[src/rtl/adc_seq_pkg.sv]
package adc_seq_pkg;

    typedef enum logic [1:0] {
        ST_IDLE,
        ST_STARTUP,
        ST_SAMPLE,
        ST_CONVERT
    } seq_state_e;

    typedef struct packed {
        logic [1:0] div_sel;
        logic       long_smp;
        logic [1:0] smp_ext;
        logic       avg_en;
        logic [1:0] avg_sel;
        logic [1:0] res_mode;
    } seq_cfg_t;

    // Sample extension in ticks for the combined {long, code} selector.
    function automatic logic [4:0] ext_ticks(input logic long_smp, input logic [1:0] code);
        logic [4:0] t;
        unique case ({long_smp, code})
            3'b000:  t = 5'd3;
            3'b001:  t = 5'd5;
            3'b010:  t = 5'd7;
            3'b011:  t = 5'd9;
            3'b100:  t = 5'd13;
            3'b101:  t = 5'd17;
            3'b110:  t = 5'd21;
            default: t = 5'd25;
        endcase
        return t;
    endfunction

    // log2 of the number of averaged samples.
    function automatic logic [2:0] avg_shift(input logic en, input logic [1:0] sel);
        return en ? (3'd2 + {1'b0, sel}) : 3'd0;
    endfunction

endpackage

[src/rtl/adc_clk_div.sv]
module adc_clk_div #(
    parameter int SEL_W = 2
) (
    input  logic             clk,
    input  logic             rst_n,
    input  logic             restart_i,
    input  logic             run_i,
    input  logic [SEL_W-1:0] div_sel_i,
    output logic             tick_o
);
    localparam int CNT_W = (1 << SEL_W) - 1;

    logic [CNT_W-1:0] cnt_q;
    logic [CNT_W-1:0] mask;

    always_comb begin
        mask   = ~({CNT_W{1'b1}} << div_sel_i);
        tick_o = run_i && ((cnt_q & mask) == mask);
    end

    always_ff @(posedge clk or negedge rst_n) begin
        if (!rst_n) begin
            cnt_q <= '0;
        end else if (restart_i || !run_i) begin
            cnt_q <= '0;
        end else begin
            cnt_q <= cnt_q + 1'b1;
        end
    end

endmodule

[src/rtl/adc_phase_fsm.sv]
module adc_phase_fsm
    import adc_seq_pkg::*;
#(
    parameter int STARTUP_TICKS = 6,
    parameter int BASE_TICKS    = 25,
    parameter int PH_W          = 5,
    parameter int SMP_W         = 6,
    parameter int SH_W          = 3
) (
    input  logic            clk,
    input  logic            rst_n,
    input  logic            start_i,
    input  logic            tick_i,
    input  logic [PH_W-1:0] ext_ticks_i,
    input  logic [SH_W-1:0] avg_shift_i,
    output logic            accept_o,
    output logic            busy_o,
    output logic            sample_en_o,
    output logic            convert_en_o,
    output logic            capture_o,
    output logic            finish_o
);
    seq_state_e        state_q, state_d;
    logic [PH_W-1:0]   pcnt_q;
    logic [SMP_W-1:0]  scnt_q;
    logic              ph_last;
    logic              smp_last;
    logic [SMP_W-1:0]  smp_target;

    always_comb begin
        smp_target = ~({SMP_W{1'b1}} << avg_shift_i);
        smp_last   = (scnt_q == smp_target);
        unique case (state_q)
            ST_STARTUP: ph_last = (pcnt_q == PH_W'(STARTUP_TICKS - 1));
            ST_SAMPLE:  ph_last = (pcnt_q == ext_ticks_i - PH_W'(1));
            ST_CONVERT: ph_last = (pcnt_q == PH_W'(BASE_TICKS - 1));
            default:    ph_last = 1'b0;
        endcase
    end

    // Next state.
    always_comb begin
        state_d = state_q;
        unique case (state_q)
            ST_IDLE:    if (start_i)           state_d = ST_STARTUP;
            ST_STARTUP: if (tick_i && ph_last) state_d = ST_SAMPLE;
            ST_SAMPLE:  if (tick_i && ph_last) state_d = ST_CONVERT;
            ST_CONVERT: if (tick_i && ph_last) state_d = smp_last ? ST_IDLE : ST_SAMPLE;
            default:                           state_d = ST_IDLE;
        endcase
    end

    // State register and phase / sample counters.
    always_ff @(posedge clk or negedge rst_n) begin
        if (!rst_n) begin
            state_q <= ST_IDLE;
            pcnt_q  <= '0;
            scnt_q  <= '0;
        end else begin
            state_q <= state_d;
            if (state_d != state_q) begin
                pcnt_q <= '0;
            end else if (tick_i && state_q != ST_IDLE) begin
                pcnt_q <= pcnt_q + 1'b1;
            end
            if (state_q == ST_IDLE) begin
                scnt_q <= '0;
            end else if (capture_o) begin
                scnt_q <= scnt_q + 1'b1;
            end
        end
    end

    // Outputs.
    always_comb begin
        accept_o     = start_i && (state_q == ST_IDLE);
        busy_o       = (state_q != ST_IDLE);
        sample_en_o  = (state_q == ST_SAMPLE);
        convert_en_o = (state_q == ST_CONVERT);
        capture_o    = (state_q == ST_CONVERT) && tick_i && ph_last;
        finish_o     = capture_o && smp_last;
    end

endmodule

[src/rtl/adc_avg_acc.sv]
module adc_avg_acc #(
    parameter int DATA_W = 12,
    parameter int SH_W   = 3,
    parameter int MAX_SH = 5
) (
    input  logic              clk,
    input  logic              rst_n,
    input  logic              clear_i,
    input  logic              capture_i,
    input  logic              finish_i,
    input  logic [DATA_W-1:0] data_i,
    input  logic [SH_W-1:0]   shift_i,
    input  logic [1:0]        res_i,
    output logic [DATA_W-1:0] result_o,
    output logic              done_o
);
    localparam int ACC_W    = DATA_W + MAX_SH;
    localparam int DROP_LOW = DATA_W - 8;
    localparam int DROP_MID = DATA_W - 10;

    logic [ACC_W-1:0]  acc_q;
    logic [ACC_W-1:0]  sum_next;
    logic [ACC_W-1:0]  shifted;
    logic [DATA_W-1:0] res_mask;

    always_comb begin
        sum_next = acc_q + ACC_W'(data_i);
        shifted  = sum_next >> shift_i;
        unique case (res_i)
            2'd0:    res_mask = {DATA_W{1'b1}} >> DROP_LOW;
            2'd1:    res_mask = {DATA_W{1'b1}} >> DROP_MID;
            default: res_mask = {DATA_W{1'b1}};
        endcase
    end

    always_ff @(posedge clk or negedge rst_n) begin
        if (!rst_n) begin
            acc_q    <= '0;
            result_o <= '0;
            done_o   <= 1'b0;
        end else begin
            done_o <= finish_i;
            if (clear_i) begin
                acc_q <= '0;
            end else if (capture_i) begin
                acc_q <= sum_next;
            end
            if (finish_i) begin
                result_o <= shifted[DATA_W-1:0] & res_mask;
            end
        end
    end

endmodule

[src/rtl/adc_conv_seq.sv]
module adc_conv_seq
    import adc_seq_pkg::*;
#(
    parameter int DATA_W        = 12,
    parameter int STARTUP_TICKS = 6,
    parameter int BASE_TICKS    = 25
) (
    input  logic              clk,
    input  logic              rst_n,
    input  logic              start_i,
    input  logic [1:0]        div_sel_i,
    input  logic              long_smp_i,
    input  logic [1:0]        smp_ext_i,
    input  logic              avg_en_i,
    input  logic [1:0]        avg_sel_i,
    input  logic [1:0]        res_mode_i,
    input  logic [DATA_W-1:0] conv_data_i,
    output logic              sample_en_o,
    output logic              convert_en_o,
    output logic              busy_o,
    output logic              done_o,
    output logic [DATA_W-1:0] result_o
);
    localparam int MAX_EXT  = 25;
    localparam int MAX_SH   = 5;
    localparam int SH_W     = 3;
    localparam int SMP_W    = MAX_SH + 1;
    localparam int PH_MAX   = (BASE_TICKS > MAX_EXT)
                              ? ((BASE_TICKS > STARTUP_TICKS) ? BASE_TICKS : STARTUP_TICKS)
                              : ((MAX_EXT > STARTUP_TICKS) ? MAX_EXT : STARTUP_TICKS);
    localparam int PH_W     = $clog2(PH_MAX + 1);

    seq_cfg_t        cfg_q;
    logic            accept;
    logic            conv_tick;
    logic            capture;
    logic            finish;
    logic [PH_W-1:0] ext_len;
    logic [SH_W-1:0] shift;

    always_ff @(posedge clk or negedge rst_n) begin
        if (!rst_n) begin
            cfg_q <= '0;
        end else if (accept) begin
            cfg_q <= '{div_sel:  div_sel_i,
                       long_smp: long_smp_i,
                       smp_ext:  smp_ext_i,
                       avg_en:   avg_en_i,
                       avg_sel:  avg_sel_i,
                       res_mode: res_mode_i};
        end
    end

    always_comb begin
        ext_len = PH_W'(ext_ticks(cfg_q.long_smp, cfg_q.smp_ext));
        shift   = avg_shift(cfg_q.avg_en, cfg_q.avg_sel);
    end

    adc_clk_div #(
        .SEL_W (2)
    ) u_div (
        .clk       (clk),
        .rst_n     (rst_n),
        .restart_i (accept),
        .run_i     (busy_o),
        .div_sel_i (cfg_q.div_sel),
        .tick_o    (conv_tick)
    );

    adc_phase_fsm #(
        .STARTUP_TICKS (STARTUP_TICKS),
        .BASE_TICKS    (BASE_TICKS),
        .PH_W          (PH_W),
        .SMP_W         (SMP_W),
        .SH_W          (SH_W)
    ) u_fsm (
        .clk          (clk),
        .rst_n        (rst_n),
        .start_i      (start_i),
        .tick_i       (conv_tick),
        .ext_ticks_i  (ext_len),
        .avg_shift_i  (shift),
        .accept_o     (accept),
        .busy_o       (busy_o),
        .sample_en_o  (sample_en_o),
        .convert_en_o (convert_en_o),
        .capture_o    (capture),
        .finish_o     (finish)
    );

    adc_avg_acc #(
        .DATA_W (DATA_W),
        .SH_W   (SH_W),
        .MAX_SH (MAX_SH)
    ) u_acc (
        .clk       (clk),
        .rst_n     (rst_n),
        .clear_i   (accept),
        .capture_i (capture),
        .finish_i  (finish),
        .data_i    (conv_data_i),
        .shift_i   (shift),
        .res_i     (cfg_q.res_mode),
        .result_o  (result_o),
        .done_o    (done_o)
    );

endmodule

[config.mk]
export PLATFORM = sky130hd
export DESIGN_NAME = adc_conv_seq
export DESIGN_NICKNAME = d
export VERILOG_FILES = /design/src/rtl/adc_seq_pkg.sv /design/src/rtl/adc_clk_div.sv /design/src/rtl/adc_phase_fsm.sv /design/src/rtl/adc_avg_acc.sv /design/src/rtl/adc_conv_seq.sv
export SDC_FILE = /design/constraint.sdc
export NUM_CORES = 1
export LEC_CHECK = 0
export BUFFER_PORTS_ARGS = -buffer_cell sky130_fd_sc_hd__buf_2
export CORE_MARGIN = 5
export CORE_UTILIZATION = 30
export CTS_BUF_LIST = sky130_fd_sc_hd__clkbuf_8 sky130_fd_sc_hd__clkbuf_16
export DETAILED_ROUTE_END_ITERATION = 8
export SKIP_LAST_GASP = 1
export SYNTH_ARGS = -nofsm -noshare
export SYNTH_HDL_FRONTEND = slang
export SYNTH_SLANG_ARGS = --single-unit
[constraint.sdc]
create_clock -name clk -period 6.9 [get_ports clk]
set_input_delay 1.38 -clock clk [delete_from_list [all_inputs] [get_ports clk]]
set_output_delay 1.38 -clock clk [all_outputs]
set_load 0.01 [all_outputs]
==> reports/qor.yml <==
start_util: 0.308
finalHoldViolCount: 0
syn_nets: 461
r2r-start: "u_acc.acc_q[0]"
grt_overflow: 0
finalWeightedCongestion: 0.777
worstHoldPathType: "register to register"
period_share: 0.557
cp_cell_sequence: "buf_2, ha_1, inv_1, fa_1, nand2b_1, a21oi_1, o2111ai_1, a21oi_1, mux2i_1, a21oi_1, o41ai_2"
synth_compound_area_frac: 0.211
synth_top_family_by_area: "compound AO/OA/AOI/OAI gates"
regArea_sq_mm: 0.00140
grt_antenna_before_repair: 0
grt_use_total: 0.133
io_buffer_count: 40
clk_pin_slew_ps: 70
vias: 3234
ctsHtreeMaxLevel: 2
via_per_inst: 5.20
syn-mean-instance-area_sq_um: 8.88
cts_tree: "yes"
yosysTopAreaCell: "dfrtp_1"
totalPowerFinal_mw: 1.87
async_flop_share: 1.00
fin_util: 0.351
synthMuxAreaShare: 0.0661
synth_fa_ha_area_frac: 0.0584
syn2layout_area_growth_pct: 14.1
grt_pass1_vias: 3127
ios: 41
wire_per_inst_microns: 15.2
multi_input_area_sq_mm: 0.00218
max_slew_margin: 0.472
cp-start-kind: "input port"
cp_slowest_cell: "a21oi_1"
cts-root-buf: "clkbuf_16"
yosys_warnings: 0
first_pass_iters: 4
postRouteAntennaNets: 0
outcome: "completed"
crit_top_cell: "a21oi_1"
ys_seq_elements: 56
ctsHoldBuffers: 0
clkLatencyLatePin_ps: 300
synthFlopType: "dfrtp_1"
netlist_area_sq_mm: 0.00373
dieArea_sq_mm: 0.0148
worstMarginPinSlew_ps: 791
rsz0062_at_grt: "false"
worst-setup-path-type: "input port to register"
power_per_cell_area_mw_per_mm2: 440
min_period_ps: 3840
drv_cap: 0
cp_data_required_time_ps: 7100
synth_xor_area_frac: 0.0446
num_rows: 40
clock_sinks: 56
fp.coreArea_sq_mm: 0.0121
crit_path_start: "conv_data_i[0]"
endpoint_kind: "register"
numCtsBuffers: 5
crit_fanout: 6
drtIter0Drc: 236
grt_max_degree: 57
clock.fmax_mhz: 260
grt_pass1_wl_microns: 16000
power.leakage_nw: 1.82
peakVddDrop_uv: 131
die_w_microns: 122
finalClockSkew_ps: 5.78
post-cts-setup-buffer-count: 0
yosys-top-cells-area: "dfrtp_1 (38%), nor2_1 (5.2%), ha_1 (5.0%)"
drt-total-wl_microns: 9440
fin_nets: 494
synth_enable_flop_cells: 0
arrival_ps: 4040
critical_path.max_stage_delay_ps: 410
synthCells: 420
ys_seq_area_frac: 0.376
die_h_microns: 122
clockBufferDepth: 2
antenna_cells: 0
ctsResizeCount: 0
synth.distinct_cells: 60
yosysTopAreaCellShare: 0.376
n_fill_cell: 1256
final_max_slew_viol_count: 0
min-delay-start: "u_div.cnt_q[0]"
dpl.hpwl_microns: 6880
fin_tns_setup_ps: 0
setup_violations: 0
drive_above_1_share: 0.154
yosys.area_share.simple: 0.204
drc: 0
## worst paths after layout
path / slack (ps) / cells past startpoint / endpoint
worst min-delay path: 480 / 1 / u_div.cnt_q[0]
max in group asynchronous: 5190 / 2 / u_acc.acc_q[7]
min in group asynchronous: 1230 / 2 / u_div.cnt_q[1]
worst min register to register: 480 / 1 / u_div.cnt_q[0]
worst max register to register: 3860 / 10 / u_acc.result_o[11]
worst max-delay path: 3060 / 11 / u_acc.result_o[11]
## through the flow
stage	instances	area [sq um]	setup slack (ps)	hold WS, ps
global placement	614	4080	2890	462
CTS	622	4260	3090	485
detailed placement	614	4080	2770	475
finish	622	4260	3060	478
floorplan	420	3730	3190	448
global route	622	4260	2830	515
## cells in the mapped netlist, drive strengths merged (11+ instances only)
library cell   n
a21oi         27
clkbuf        11
dfrtp         56
ha            15
inv           16
mux2          11
nand2         22
nand3         22
nor2          52
nor3          14
o21ai         38
xor2          13
## final cells by class
type | count | area share
Tap cell | 168 | 0.0494
Timing Repair Buffer | 43 | 0.0523
Multi-Input combinational cell | 330 | 0.512
Inverter | 17 | 0.0153
Clock inverter | 2 | 0.00911
Sequential cell | 56 | 0.329
Clock buffer | 6 | 0.0326
## flip-flops by register name (all words and copies together), names as in the netlist
| name | flops |
|---|---|
| u_fsm.scnt_q | 6 |
| u_fsm.pcnt_q | 5 |
| u_acc.done_o | 1 |
| u_acc.result_o | 12 |
| u_fsm.state_q | 2 |
| cfg_q | 10 |
| u_div.cnt_q | 3 |
| u_acc.acc_q | 17 |
## layer usage
layer  vias up  wire length (microns)  track usage
li1       1615                      -            -
met1      1542                   4480        0.187
met2        70                   4350        0.211
met3         7                    510       0.0247
met4         0                     95       0.0315
met5         -                      0            0
## logic make-up (layout without fill, tap and decap cells)
| logic type | after synthesis | after routing |
|---|---|---|
| AND/OR/NAND/NOR | 152 | 152 |
| AO/OA/AOI/OAI | 120 | 120 |
| flip-flops | 56 | 56 |
| buffers and inverters | 34 | 68 |
| multiplexers | 22 | 22 |
| XOR/XNOR | 19 | 19 |
| adder cells (fa/ha/maj) | 17 | 17 |
## worst max-delay path: cells and delay by family
family | cells | cell delay (ps)
fa+ha+maj | 2 | 580
buf+inv | 2 | 150
mux | 1 | 230
compound gates | 5 | 1530
simple gates | 1 | 180
## power breakdown
group / total [mW] / switching [mW] / internal, mW
logic: 0.960 / 0.568 / 0.393
clock network: 0.306 / 0.124 / 0.182
registers: 0.607 / 0.161 / 0.446
total: 1.87 / 0.853 / 1.02
## cells in the final DEF, fill, tap and decap left out, types with 5 or more instances in the layout
master	n
nand4_1	5
xnor2_1	6
nand2b_1	8
and2_1	6
nor3b_1	7
nand2_1	21
nor2_1	52
xor2_1	13
a31oi_1	5
mux2i_1	10
nand3_1	22
inv_1	16
o41ai_1	5
o21ai_0	34
ha_1	15
a21oi_1	27
dfrtp_1	56
nor3_1	14
clkbuf_16	5
mux2_2	11
buf_2	40
o211ai_1	10
Note: power is estimated with default switching activity, not from simulation.
